$ cat config.mk
export PLATFORM = sky130hd
export DESIGN_NAME = idle_pwr_ctrl
export DESIGN_NICKNAME = d
export VERILOG_FILES = /design/src/rtl/idle_pwr_pkg.sv /design/src/rtl/idle_req_decode.sv /design/src/rtl/pll_lock_timer.sv /design/src/rtl/dom_enable_map.sv /design/src/rtl/idle_pwr_ctrl.sv
export SDC_FILE = /design/constraint.sdc
export NUM_CORES = 1
export LEC_CHECK = 0
export CAP_MARGIN = 10
export CORE_AREA = 4 4 41 43
export CTS_BUF_LIST = sky130_fd_sc_hd__clkbuf_16
export DETAILED_ROUTE_END_ITERATION = 8
export DIE_AREA = 0 0 45 47
export PLACE_DENSITY_LB_ADDON = 0.25
export SLEW_MARGIN = 10
export SYNTH_ARGS = -nofsm -noshare
export SYNTH_HDL_FRONTEND = slang
export SYNTH_HIERARCHICAL = 1
export SYNTH_SLANG_ARGS = --single-unit
$ cat constraint.sdc
create_clock -name clk -period 1.8 [get_ports clk]
set_input_delay 0.36 -clock clk [delete_from_list [all_inputs] [get_ports clk]]
set_output_delay 0.36 -clock clk [all_outputs]
set_load 0.005 [all_outputs]
$ cat src/rtl/idle_pwr_pkg.sv
package idle_pwr_pkg;

    typedef enum logic [2:0] {
        S_RUN   = 3'd0,
        S_IDLE1 = 3'd1,
        S_IDLE2 = 3'd2,
        S_IDLE3 = 3'd3,
        S_LOCK  = 3'd4,
        S_WAKE2 = 3'd5
    } pwr_state_e;

    localparam logic [2:0] MODE_RUN  = 3'd0;
    localparam logic [2:0] MODE_LOCK = 3'd4;

    typedef struct packed {
        logic cpu;
        logic per;
        logic pll;
    } dom_en_t;

endpackage

$ cat src/rtl/idle_req_decode.sv
module idle_req_decode
    import idle_pwr_pkg::*;
(
    input  logic       req,
    input  logic [1:0] lvl,
    output logic       valid,
    output pwr_state_e target
);
    // Maps a request depth to its idle state. Depth 0 is void.
    always_comb begin
        valid  = req;
        target = S_RUN;
        unique case (lvl)
            2'd1:    target = S_IDLE1;
            2'd2:    target = S_IDLE2;
            2'd3:    target = S_IDLE3;
            default: valid  = 1'b0;
        endcase
    end
endmodule

$ cat src/rtl/pll_lock_timer.sv
module pll_lock_timer #(
    parameter int LOCK_CYCLES = 16
) (
    input  logic clk,
    input  logic rst_n,
    input  logic arm,
    input  logic lock,
    output logic done
);
    localparam int CW = $clog2(LOCK_CYCLES + 1);
    localparam logic [CW-1:0] LAST = CW'(LOCK_CYCLES - 1);

    logic [CW-1:0] cnt;

    // Counts consecutive high samples of lock while armed.
    always_ff @(posedge clk or negedge rst_n) begin
        if (!rst_n) begin
            cnt <= '0;
        end else if (!arm || !lock || done) begin
            cnt <= '0;
        end else begin
            cnt <= cnt + 1'b1;
        end
    end

    assign done = arm && lock && (cnt == LAST);

    // the count never passes its limit.
    a_r9_cnt_bound: assert property (@(posedge clk) disable iff (!rst_n)
        cnt <= LAST);
endmodule

$ cat src/rtl/dom_enable_map.sv
module dom_enable_map
    import idle_pwr_pkg::*;
(
    input  pwr_state_e st,
    output dom_en_t    en,
    output logic [2:0] mode
);
    always_comb begin
        en   = '{cpu: 1'b1, per: 1'b1, pll: 1'b1};
        mode = MODE_RUN;
        unique case (st)
            S_RUN: begin
                en   = '{cpu: 1'b1, per: 1'b1, pll: 1'b1};
                mode = MODE_RUN;
            end
            S_IDLE1: begin
                en   = '{cpu: 1'b0, per: 1'b1, pll: 1'b1};
                mode = 3'd1;
            end
            S_IDLE2: begin
                en   = '{cpu: 1'b0, per: 1'b0, pll: 1'b1};
                mode = 3'd2;
            end
            S_IDLE3: begin
                en   = '{cpu: 1'b0, per: 1'b0, pll: 1'b0};
                mode = 3'd3;
            end
            S_LOCK: begin
                en   = '{cpu: 1'b0, per: 1'b0, pll: 1'b1};
                mode = MODE_LOCK;
            end
            S_WAKE2: begin
                en   = '{cpu: 1'b0, per: 1'b1, pll: 1'b1};
                mode = 3'd2;
            end
            default: begin
                en   = '{cpu: 1'b1, per: 1'b1, pll: 1'b1};
                mode = MODE_RUN;
            end
        endcase
    end
endmodule

$ cat src/rtl/idle_pwr_ctrl.sv
module idle_pwr_ctrl
    import idle_pwr_pkg::*;
#(
    parameter int LOCK_CYCLES = 16
) (
    input  logic       clk,
    input  logic       rst_n,
    input  logic       idle_req,
    input  logic [1:0] idle_lvl,
    input  logic       wake,
    input  logic       pll_lock,
    output logic       cpu_clk_en,
    output logic       per_clk_en,
    output logic       pll_en,
    output logic [2:0] mode
);
    pwr_state_e cur, nxt;
    pwr_state_e req_target;
    logic       req_ok;
    logic       lock_done;
    dom_en_t    en;

    idle_req_decode u_dec (
        .req    (idle_req),
        .lvl    (idle_lvl),
        .valid  (req_ok),
        .target (req_target)
    );

    pll_lock_timer #(.LOCK_CYCLES(LOCK_CYCLES)) u_lock (
        .clk   (clk),
        .rst_n (rst_n),
        .arm   (cur == S_LOCK),
        .lock  (pll_lock),
        .done  (lock_done)
    );

    // State register
    always_ff @(posedge clk or negedge rst_n) begin
        if (!rst_n) cur <= S_RUN;
        else        cur <= nxt;
    end

    // Next-state logic
    always_comb begin
        nxt = cur;
        unique case (cur)
            S_RUN:   if (req_ok) nxt = req_target;
            S_IDLE1: if (wake) nxt = S_RUN;
            S_IDLE2: if (wake) nxt = S_WAKE2;
            S_WAKE2: nxt = S_RUN;
            S_IDLE3: if (wake) nxt = S_LOCK;
            S_LOCK:  if (lock_done) nxt = S_RUN;
            default: nxt = S_RUN;
        endcase
    end

    // Outputs
    dom_enable_map u_map (
        .st   (cur),
        .en   (en),
        .mode (mode)
    );

    assign cpu_clk_en = en.cpu;
    assign per_clk_en = en.per;
    assign pll_en     = en.pll;

    a_r12_nesting: assert property (@(posedge clk) disable iff (!rst_n)
        (!cpu_clk_en || per_clk_en) && (!per_clk_en || pll_en));
    a_r2_enter_lvl1: assert property (@(posedge clk) disable iff (!rst_n)
        (cur == S_RUN && idle_req && idle_lvl == 2'd1) |=> (mode == 3'd1 && per_clk_en && !cpu_clk_en));
    a_r3_enter_lvl2: assert property (@(posedge clk) disable iff (!rst_n)
        (cur == S_RUN && idle_req && idle_lvl == 2'd2) |=> (mode == 3'd2 && pll_en && !per_clk_en));
    a_r4_enter_lvl3: assert property (@(posedge clk) disable iff (!rst_n)
        (cur == S_RUN && idle_req && idle_lvl == 2'd3) |=> (mode == 3'd3 && !pll_en));
    a_r6_wake_lvl1: assert property (@(posedge clk) disable iff (!rst_n)
        (cur == S_IDLE1 && wake) |=> (mode == MODE_RUN && cpu_clk_en));
    a_r7_wake_order: assert property (@(posedge clk) disable iff (!rst_n)
        (cur == S_IDLE2 && wake) |=> (per_clk_en && !cpu_clk_en) ##1 cpu_clk_en);
    a_r8_wake_lvl3: assert property (@(posedge clk) disable iff (!rst_n)
        (cur == S_IDLE3 && wake) |=> (pll_en && !per_clk_en && mode == MODE_LOCK));
    a_r9_need_lock: assert property (@(posedge clk) disable iff (!rst_n)
        (cur == S_LOCK && !pll_lock) |=> !cpu_clk_en);
    a_r10_hold_idle1: assert property (@(posedge clk) disable iff (!rst_n)
        (cur == S_IDLE1 && !wake) |=> (mode == 3'd1));
endmodule

## After elaboration in Yosys (flattened, before gate mapping)

Index checks and enable logic that the tools add are counted.

- Bits in registers: 8
- Input bits: 7
- Word-level logic and storage cells: 40

- Add/subtract/negate cells: 1
- Equality and inequality tests: 14
- Muxes and demuxes: 11
- Reduce and logical (&&, ||, !) cells: 12

Operators by type and width:

| operator | number |
|---|---|
| 3-bit two-way mux | 5 |
| 3-bit case mux with 5 select lines | 1 |
| 3-bit case mux with 4 select lines | 1 |
| 2-bit != test, second input constant | 5 |
| 3-bit case mux with 3 select lines | 1 |
| 3-bit by 2-bit equality test with 1-bit output, second input constant | 2 |
| 3-bit equality test, second input constant | 2 |
| 2-bit case mux with 3 select lines | 1 |
| 2-bit OR reduction | 3 |
| 5-bit by 1-bit adder with 5-bit output, second input constant | 1 |
| 5-bit by 4-bit equality test with 1-bit output, second input constant | 1 |
| 5-bit two-way mux | 1 |
| 5-bit AND reduction | 1 |
| 2-bit equality test, second input constant | 2 |
| 3-bit by 1-bit equality test with 1-bit output, second input constant | 1 |
| 3-bit zero test | 1 |
| 3-bit OR reduction | 1 |
| 2-bit by 1-bit equality test with 1-bit output, second input constant | 1 |
| 1-bit logical AND | 2 |
| 1-bit zero test | 2 |
| 1-bit logical OR | 2 |
| 1-bit two-way mux | 1 |

## Logic depth before layout (Yosys ltp)

Gate-level depths: netlist of run 1.

- Depth after elaboration: 5
- Depth in mapped cells: 6
- Gate-level depth less buffers: 6

## Modules after synthesis

The synthesis of run 1 kept the hierarchy.

Modules (own cells, without submodules):

| module | instances | cells each | area each (um^2) | seq. area each (um^2) |
|---|---|---|---|---|
| pll_lock_timer | 1 | 21 | 237.7 | 125.1 |
| idle_pwr_ctrl | 1 | 14 | 162.7 | 75.1 |
| dom_enable_map | 1 | 9 | 61.3 | 0.0 |
| idle_req_decode | 1 | 5 | 26.3 | 0.0 |

## Worst setup path after synthesis of run 1

OpenSTA, ideal clock, no wires.

- Kind: reg2reg
- Start: register u_lock.cnt[0]
- End: register cur[2]
- Setup time: 0.064 ns
- Arrival time: 1.497 ns
- Setup slack: 0.239 ns
- Cell stages (with the launch flop): 7
- Path through: dfrtp_1 ha_1 and3_2 ha_1 and3_1 nor4b_1 a211o_1

- Word-level cells in the longest chain between the ends: 4

RTL lines:

| element | line | RTL |
|---|---|---|
| from (decl) | pll_lock_timer.sv:13 | `logic [CW-1:0] cnt;` |
| from (signal assigned) | pll_lock_timer.sv:22 | `cnt <= cnt + 1'b1;` |
| 5-bit by 4-bit equality test with 1-bit output | pll_lock_timer.sv:26 | `assign done = arm && lock && (cnt == LAST);` |
| 1-bit logical AND | pll_lock_timer.sv:26 |  |
| named net lock_done | idle_pwr_ctrl.sv:20 | `logic lock_done;` |
| 2-bit != test (no line) | - |  |
| 5-bit AND reduction (no line) | - |  |
| to (signal assigned) | idle_pwr_ctrl.sv:41 | `else cur <= nxt;` |
| to (decl) | idle_pwr_ctrl.sv:17 | `pwr_state_e cur, nxt;` |

The timed path passes the listed nets, and every way through them passes these cells.
A chain may end at the register's enable or synchronous reset.

## Worst setup path in the final report of run 1

- Start: register cur[1]
- End: output port mode[1]

- Word-level cells in the longest chain between the ends: 3
- Elaborated cells between the ends (all ways): 7

RTL lines:

| element | line | RTL |
|---|---|---|
| 3-bit by 2-bit equality test with 1-bit output or 3-bit equality test (tied branches) | dom_enable_map.sv:11 | `unique case (st)` |
| 2-bit OR reduction (no line) | - |  |
| 3-bit case mux with 4 select lines * | dom_enable_map.sv:11 |  |
| to (decl) | idle_pwr_ctrl.sv:15 | `output logic [2:0] mode` |

Mark *: on every way between the ends. The rest lies on a longest branch, timed or not.

==> impl_metrics.env, run 1 <==
export IMPL_synthesis_nets=58
export IMPL_rsz0062_at_grt="true"
export IMPL_clockPowerShare_pct=34.5
export IMPL_synth_top_area_cell="dfrtp_1"
export IMPL_max_freq_mhz=571
export IMPL_clock_sinks=8
export IMPL_grtUsageMet3_pct=2.30
export IMPL_use_met2_pct=15.3
export IMPL_synth_top_area_share_pct=41.0
export IMPL_vdd_ir_drop_max_uv=761
export IMPL_period_minus_slack_ps=1750
export IMPL_die_area_um2=2120
export IMPL_syn_area_um2=488
export IMPL_grt_max_degree=9
export IMPL_antenna_cells=0
export IMPL_synth_avg_cell_area_um2=9.96
export IMPL_vias_per_cell=5.00
export IMPL_die_h_um=47
export IMPL_hold_buffers=0
export IMPL_cap_violations=0
export IMPL_hp_class="input port to async pin"
export IMPL_drc=0
export IMPL_p_int_mw=0.770
export IMPL_grt_pass1_wl_um=1560
export IMPL_ys_warn_count=6
export IMPL_grt_overflow=0
export IMPL_sequentialPowerShare_pct=25.7
export IMPL_hold_viol=0
export IMPL_grt_pass1_vias=391
export IMPL_die_w_um=45
export IMPL_routed_wl_um=955
export IMPL_antenna_left=0
export IMPL_setup_viol=0
export IMPL_drv_slew=0
export IMPL_cts_tree="done"
export IMPL_timing_critical_path_cells="nor2b_4 -> nand2b_1 -> clkdlybuf4s50_1"
export IMPL_drive_above_1_share_pct=27.5
export IMPL_vias=420
export IMPL_synth_edf_count=0
export IMPL_switching_share_pct=26.3
export IMPL_combPwrFrac_pct=39.8
export IMPL_clockBufferDepth=2
export IMPL_drt_wirelength_per_cell_um=11.4
export IMPL_synth_sequential_area_ratio_pct=41.0
export IMPL_syn2layout_area_growth_pct=57.9
export IMPL_dp_hpwl_um=660
export IMPL_worstSetupPathType="flop to output pin"
export IMPL_ys_ff_latch=8
export IMPL_ys_types=29
export IMPL_dpl_worst_slack_ps=153
export IMPL_cp_slowest_stage_delay_ps=490
export IMPL_cp_end_kind="output pin"
export IMPL_gr_usage_met1_pct=13.1
export IMPL_io_pins=13
export IMPL_clkLatencyLatePin_ps=230
export IMPL_placed_cell_area_um2=634
export IMPL_io_buffers=12
export IMPL_power_leakage_nw=0.387
export IMPL_ys_top_cells_by_area="dfrtp_1 (41%), ha_1 (5.1%), nand3b_1 (4.6%)"
export IMPL_gp_congestion=0.675
export IMPL_cpLargestDelayFamily="buffers and inverters"
export IMPL_fin_util_pct=59.2
export IMPL_top_usage_layer="met2"
export IMPL_stdcell_count=84
export IMPL_num_rows=13
export IMPL_whs_ps=413
export IMPL_h_tree_depth=1
export IMPL_place_inst=76
export IMPL_synth_top_flop_cell="dfrtp_1"
export IMPL_drt_first_pass_iters=4
export IMPL_layout_setup_ws_ps=48.5
export IMPL_arrival_ps=1390
export IMPL_cp_slowest_cell="clkdlybuf4s50_1"
export IMPL_start_kind="flop"
export IMPL_start_util_pct=37.5
export IMPL_power_total_mw=1.04
export IMPL_root_buffer="clkbuf_16"
export IMPL_async_reset_ff_share_pct=100
export IMPL_grtUsageTotal_pct=10.5
export IMPL_fin_setup_tns_ps=0
export IMPL_finalCritPeriodShare_pct=97.3
export IMPL_outcome="complete, no violations"
export IMPL_critPathMaxFanout=6
export IMPL_dr_first_iter_drc_count=4
export IMPL_p_per_area_nw_per_um2=1360
export IMPL_cp_data_required_time_ps=1440
export IMPL_clk_pin_slew_ps=40
export IMPL_grt_antenna_before_repair=0
export IMPL_skew_ps=1.19
export IMPL_worst_path_buf_inv=1
export IMPL_final_cell_area_um2=771
export IMPL_nNetsFinal=80
export IMPL_synth_cells=49
export IMPL_fp_coreArea_um2=1300
export IMPL_cts_buffers=3
export IMPL_power_net_switching_mw=0.274
## worst paths after layout
check                                        start                       to  cells after the start  slack, ps
setup / recovery                cur[1]$_DFFE_PN0P_                  mode[1]                      3         50
hold / removal                               rst_n  u_lock/cnt[4]$_DFF_PN0_                      1        410
setup reg to reg           u_lock/cnt[0]$_DFF_PN0_       cur[2]$_DFFE_PN0P_                      6        150
min in group clk           u_lock/cnt[0]$_DFF_PN0_  u_lock/cnt[0]$_DFF_PN0_                      1        450
max in group asynchronous                    rst_n       cur[2]$_DFFE_PN0P_                      1       1100
hold reg to reg            u_lock/cnt[0]$_DFF_PN0_  u_lock/cnt[0]$_DFF_PN0_                      1        450
## power groups by stage
stage	Combinational [mW]	Clock, mW	Sequential, mW
finish	0.416	0.360	0.268
global route	0.458	0.381	0.275
CTS	0.416	0.368	0.264
detailed placement	0.354	0	0.272
global placement	0.351	0	0.272
floorplan	0.156	0	0.271
## metal layers
| layer | wire, um | share of wire (%) |
|---|---|---|
| met5 | 0 | 0 |
| met4 | 12 | 1.3 |
| met3 | 38 | 4.0 |
| met2 | 468 | 49 |
| met1 | 434 | 45 |
## synthesized netlist by cell type (2+ instances only)
cell	count
dfrtp_1	8
nor2_1	5
nand3b_1	3
a21oi_1	2
clkbuf_1	2
ha_1	2
inv_1	2
nand2b_1	2
nand4bb_1	2
nor4b_1	2
## worst reg2reg max path: stages (launching register included)
cell	delay, ps
dfrtp_1	380
ha_1	230
and3_2	210
ha_1	200
and3_1	190
nor4b_1	240
a211o_1	140
## placed cells by master, fill, tap and decap left out, drive strengths merged, types with 2 or more instances in the layout
master	instances
clkdlybuf4s50	8
nor3b	2
nand2b	2
ha	2
nor2	5
dfrtp	8
and3	2
nand4bb	2
dlymetal6s2s	4
nor4b	2
buf	8
clkbuf	3
inv	2
nor2b	2
nand3b	3
a21oi	2
## state kept, by name, summed over array words and instances, names as in the netlist
| signal | flops |
|---|---|
| cur | 3 |
| u_lock/cnt | 5 |
## area by class of cell
class	instances	area, um^2
tap	15	18.8
inverter	2	7.51
fill	109	531
clock buffer	3	75.1
multi-input combinational	36	275
timing repair buffer	20	190
sequential	8	204
## kinds of logic (layout without fill, tap and decap cells)
family | after synthesis | count (layout) | share of synthesized area (%)
compound gates | 6 | 6 | 8.72
xor+xnor | 1 | 1 | 1.80
fa+ha+maj | 2 | 2 | 5.13
buf+inv | 5 | 25 | 4.62
flops | 8 | 8 | 41.0
mux | 1 | 1 | 2.05
other cells | 1 | 1 | 0.768
simple gates | 25 | 25 | 35.9
## timing repair
item	CTS	global route
pin swaps	0	2
setup buffers	4	1
gates resized for setup	4	5
endpoints found under the setup margin	5	5
Power figures use the tool's default switching activity.
==> run 2, diff against run 1 <==
--- a/config.mk
+++ b/config.mk
@@ -7,7 +7,6 @@
 export LEC_CHECK = 0
 export CAP_MARGIN = 10
 export CORE_AREA = 4 4 41 43
-export CTS_BUF_LIST = sky130_fd_sc_hd__clkbuf_16
 export DETAILED_ROUTE_END_ITERATION = 8
 export DIE_AREA = 0 0 45 47
 export PLACE_DENSITY_LB_ADDON = 0.25
==> run 2 against run 1 <==
  * Largest cell class unchanged
  * Cell count grew 3.6%
  * Die area unchanged
  * Critical path depth is the same
  * Clock-buffer cell count unchanged
  * Critical endpoint is now pll_en
  * Non-clock buffer count up 3
  * Flip-flop and latch count unchanged
  * Hold slack worse by 28 ps
==> impl_metrics.env, run 2 (synthesis gave the netlist of run 1 again) <==
export IMPL_outcome="complete, no violations"
export IMPL_cp_slowest_cell="clkdlybuf4s50_1"
export IMPL_worstSetupPathType="flop to output pin"
export IMPL_cp_end_kind="output pin"
export IMPL_power_leakage_nw=0.388
export IMPL_arrival_ps=1380
export IMPL_vias=441
export IMPL_p_int_mw=0.592
export IMPL_power_net_switching_mw=0.285
export IMPL_drc=0
export IMPL_switching_share_pct=32.5
export IMPL_die_area_um2=2120
export IMPL_period_minus_slack_ps=1740
export IMPL_clk_pin_slew_ps=50
export IMPL_setup_viol=0
export IMPL_grtUsageTotal_pct=11.1
export IMPL_fp_coreArea_um2=1300
export IMPL_combPwrFrac_pct=54.1
export IMPL_vdd_ir_drop_max_uv=571
export IMPL_fillers=113
export IMPL_dr_wl_met3_um=55
export IMPL_nNetsFinal=83
export IMPL_met2_length_um=569
export IMPL_clock_sinks=8
export IMPL_drive_above_1_share_pct=30.6
export IMPL_hp_class="input port to async pin"
export IMPL_io_buffers=12
export IMPL_drt_wirelength_per_cell_um=12.8
export IMPL_highest_layer="met4"
export IMPL_antenna_left=0
export IMPL_wl_met1_um=459
export IMPL_root_buffer="clkbuf_4"
export IMPL_largest_register_ffs=5
export IMPL_grt_antenna_before_repair=0
export IMPL_fin_setup_tns_ps=0
export IMPL_critPathMaxFanout=4
export IMPL_antenna_cells=0
export IMPL_cp_data_required_time_ps=1440
export IMPL_h_tree_depth=1
export IMPL_start_util_pct=37.5
export IMPL_clkLatencyLatePin_ps=250
export IMPL_drv_slew=0
export IMPL_sequentialPowerShare_pct=30.3
export IMPL_cap_violations=0
export IMPL_vias_per_cell=5.07
export IMPL_dp_hpwl_um=660
export IMPL_io_pins=13
export IMPL_cts_buffers=3
export IMPL_die_h_um=47
export IMPL_grt_overflow=0
export IMPL_whs_ps=385
export IMPL_num_rows=13
export IMPL_dr_first_iter_drc_count=5
export IMPL_hold_viol=0
export IMPL_timing_critical_path_cells="nor2b_4 -> nand2_1 -> clkdlybuf4s50_1"
export IMPL_routed_wl_um=1110
export IMPL_cp_slowest_stage_delay_ps=490
export IMPL_p_per_area_nw_per_um2=1170
export IMPL_grt_pass1_wl_um=1590
export IMPL_grt_pass1_vias=381
export IMPL_power_total_mw=0.876
export IMPL_die_w_um=45
export IMPL_skew_ps=0.554
export IMPL_gp_congestion=0.675
export IMPL_rsz0062_at_grt="false"
export IMPL_clockBufferDepth=2
export IMPL_mostFrequentLayoutCells="buf_4 (11), clkdlybuf4s50_1 (7), nor2_1 (5), dfrtp_1 (5), dlymetal6s2s_1 (4)"
export IMPL_clockPowerShare_pct=15.6
export IMPL_reg_largest_list="u_lock/cnt: 5 flops, cur: 3 flops"
export IMPL_start_kind="flop"
export IMPL_grt_max_degree=9
export IMPL_max_freq_mhz=575
export IMPL_syn2layout_area_growth_pct=53.1
export IMPL_top_register="u_lock/cnt"
export IMPL_finalCritPeriodShare_pct=96.6
export IMPL_drt_first_pass_iters=4
export IMPL_cts_tree="done"
export IMPL_final_common_cell="buf_4"
==> run 2: final timing paths <==
kind                            slack (ps)                     from  cells past startpoint                      end
worst min-delay path                   380                    rst_n                      1  u_lock/cnt[4]$_DFF_PN0_
worst max register to register         140  u_lock/cnt[0]$_DFF_PN0_                      6       cur[2]$_DFFE_PN0P_
worst min register to register         460  u_lock/cnt[0]$_DFF_PN0_                      1  u_lock/cnt[0]$_DFF_PN0_
max in group asynchronous             1130                    rst_n                      1       cur[2]$_DFFE_PN0P_
min in group clk                       460  u_lock/cnt[0]$_DFF_PN0_                      1  u_lock/cnt[0]$_DFF_PN0_
worst max-delay path                    60       cur[1]$_DFFE_PN0P_                      3                   pll_en
==> run 2: layer usage <==
metal	vias up	global-route usage, %
li1	222	-
met1	202	13.4
met2	13	15.5
met3	4	3.45
met4	0	10.5
met5	-	0
==> run 2: power by group through the flow <==
stage	sequential (mW)	combinational (mW)	clock, mW
finish	0.265	0.474	0.137
global route	0.270	0.522	0.155
CTS	0.254	0.448	0.140
detailed placement	0.272	0.354	0
global placement	0.272	0.351	0
floorplan	0.271	0.156	0
==> run 2: timing repair <==
item | in CTS | in global routing
endpoints found under the hold margin | 0 | 0
pin swaps | 1 | 1
setup buffers | 7 | 1
gates cloned | 0 | 0
setup endpoints to repair | 6 | 5
hold buffers | 0 | 0
gates resized for setup | 5 | 7
==> run 2: worst max-delay path, delay by kind of cell (launching register included) <==
family                 cells  cell delay [ps]
DFF                        1              430
buffers and inverters      1              490
and+or+nand+nor            2              200
==> run 2: cell type report <==
| class | instances | area [um^2] | share of cell area, % |
|---|---|---|---|
| inverters | 2 | 7.51 | 1.01 |
| flip-flops and latches | 8 | 204 | 27.3 |
| well taps | 15 | 18.8 | 2.51 |
| repair buffers | 23 | 213 | 28.5 |
| clock buffers | 3 | 22.5 | 3.02 |
| multi-input cells | 36 | 282 | 37.7 |
==> run 2: through the flow <==
step	cells	instance area (um^2)	utilization [%]	setup slack, ps
floorplan	49	488	-	239
global placement	76	634	48.8	127
detailed placement	76	634	48.8	153
CTS	86	717	55.1	4.22
global route	87	747	57.4	3.77
finish	87	747	57.4	61.5
==> run 3, diff against run 2 <==
--- a/config.mk
+++ b/config.mk
@@ -9,6 +9,7 @@
 export CORE_AREA = 4 4 41 43
 export DETAILED_ROUTE_END_ITERATION = 8
 export DIE_AREA = 0 0 45 47
+export GPL_TIMING_DRIVEN = 1
 export PLACE_DENSITY_LB_ADDON = 0.25
 export SLEW_MARGIN = 10
 export SYNTH_ARGS = -nofsm -noshare
==> results of run 3 <==
Final layout, timing and power as in run 2 (identical DEF).
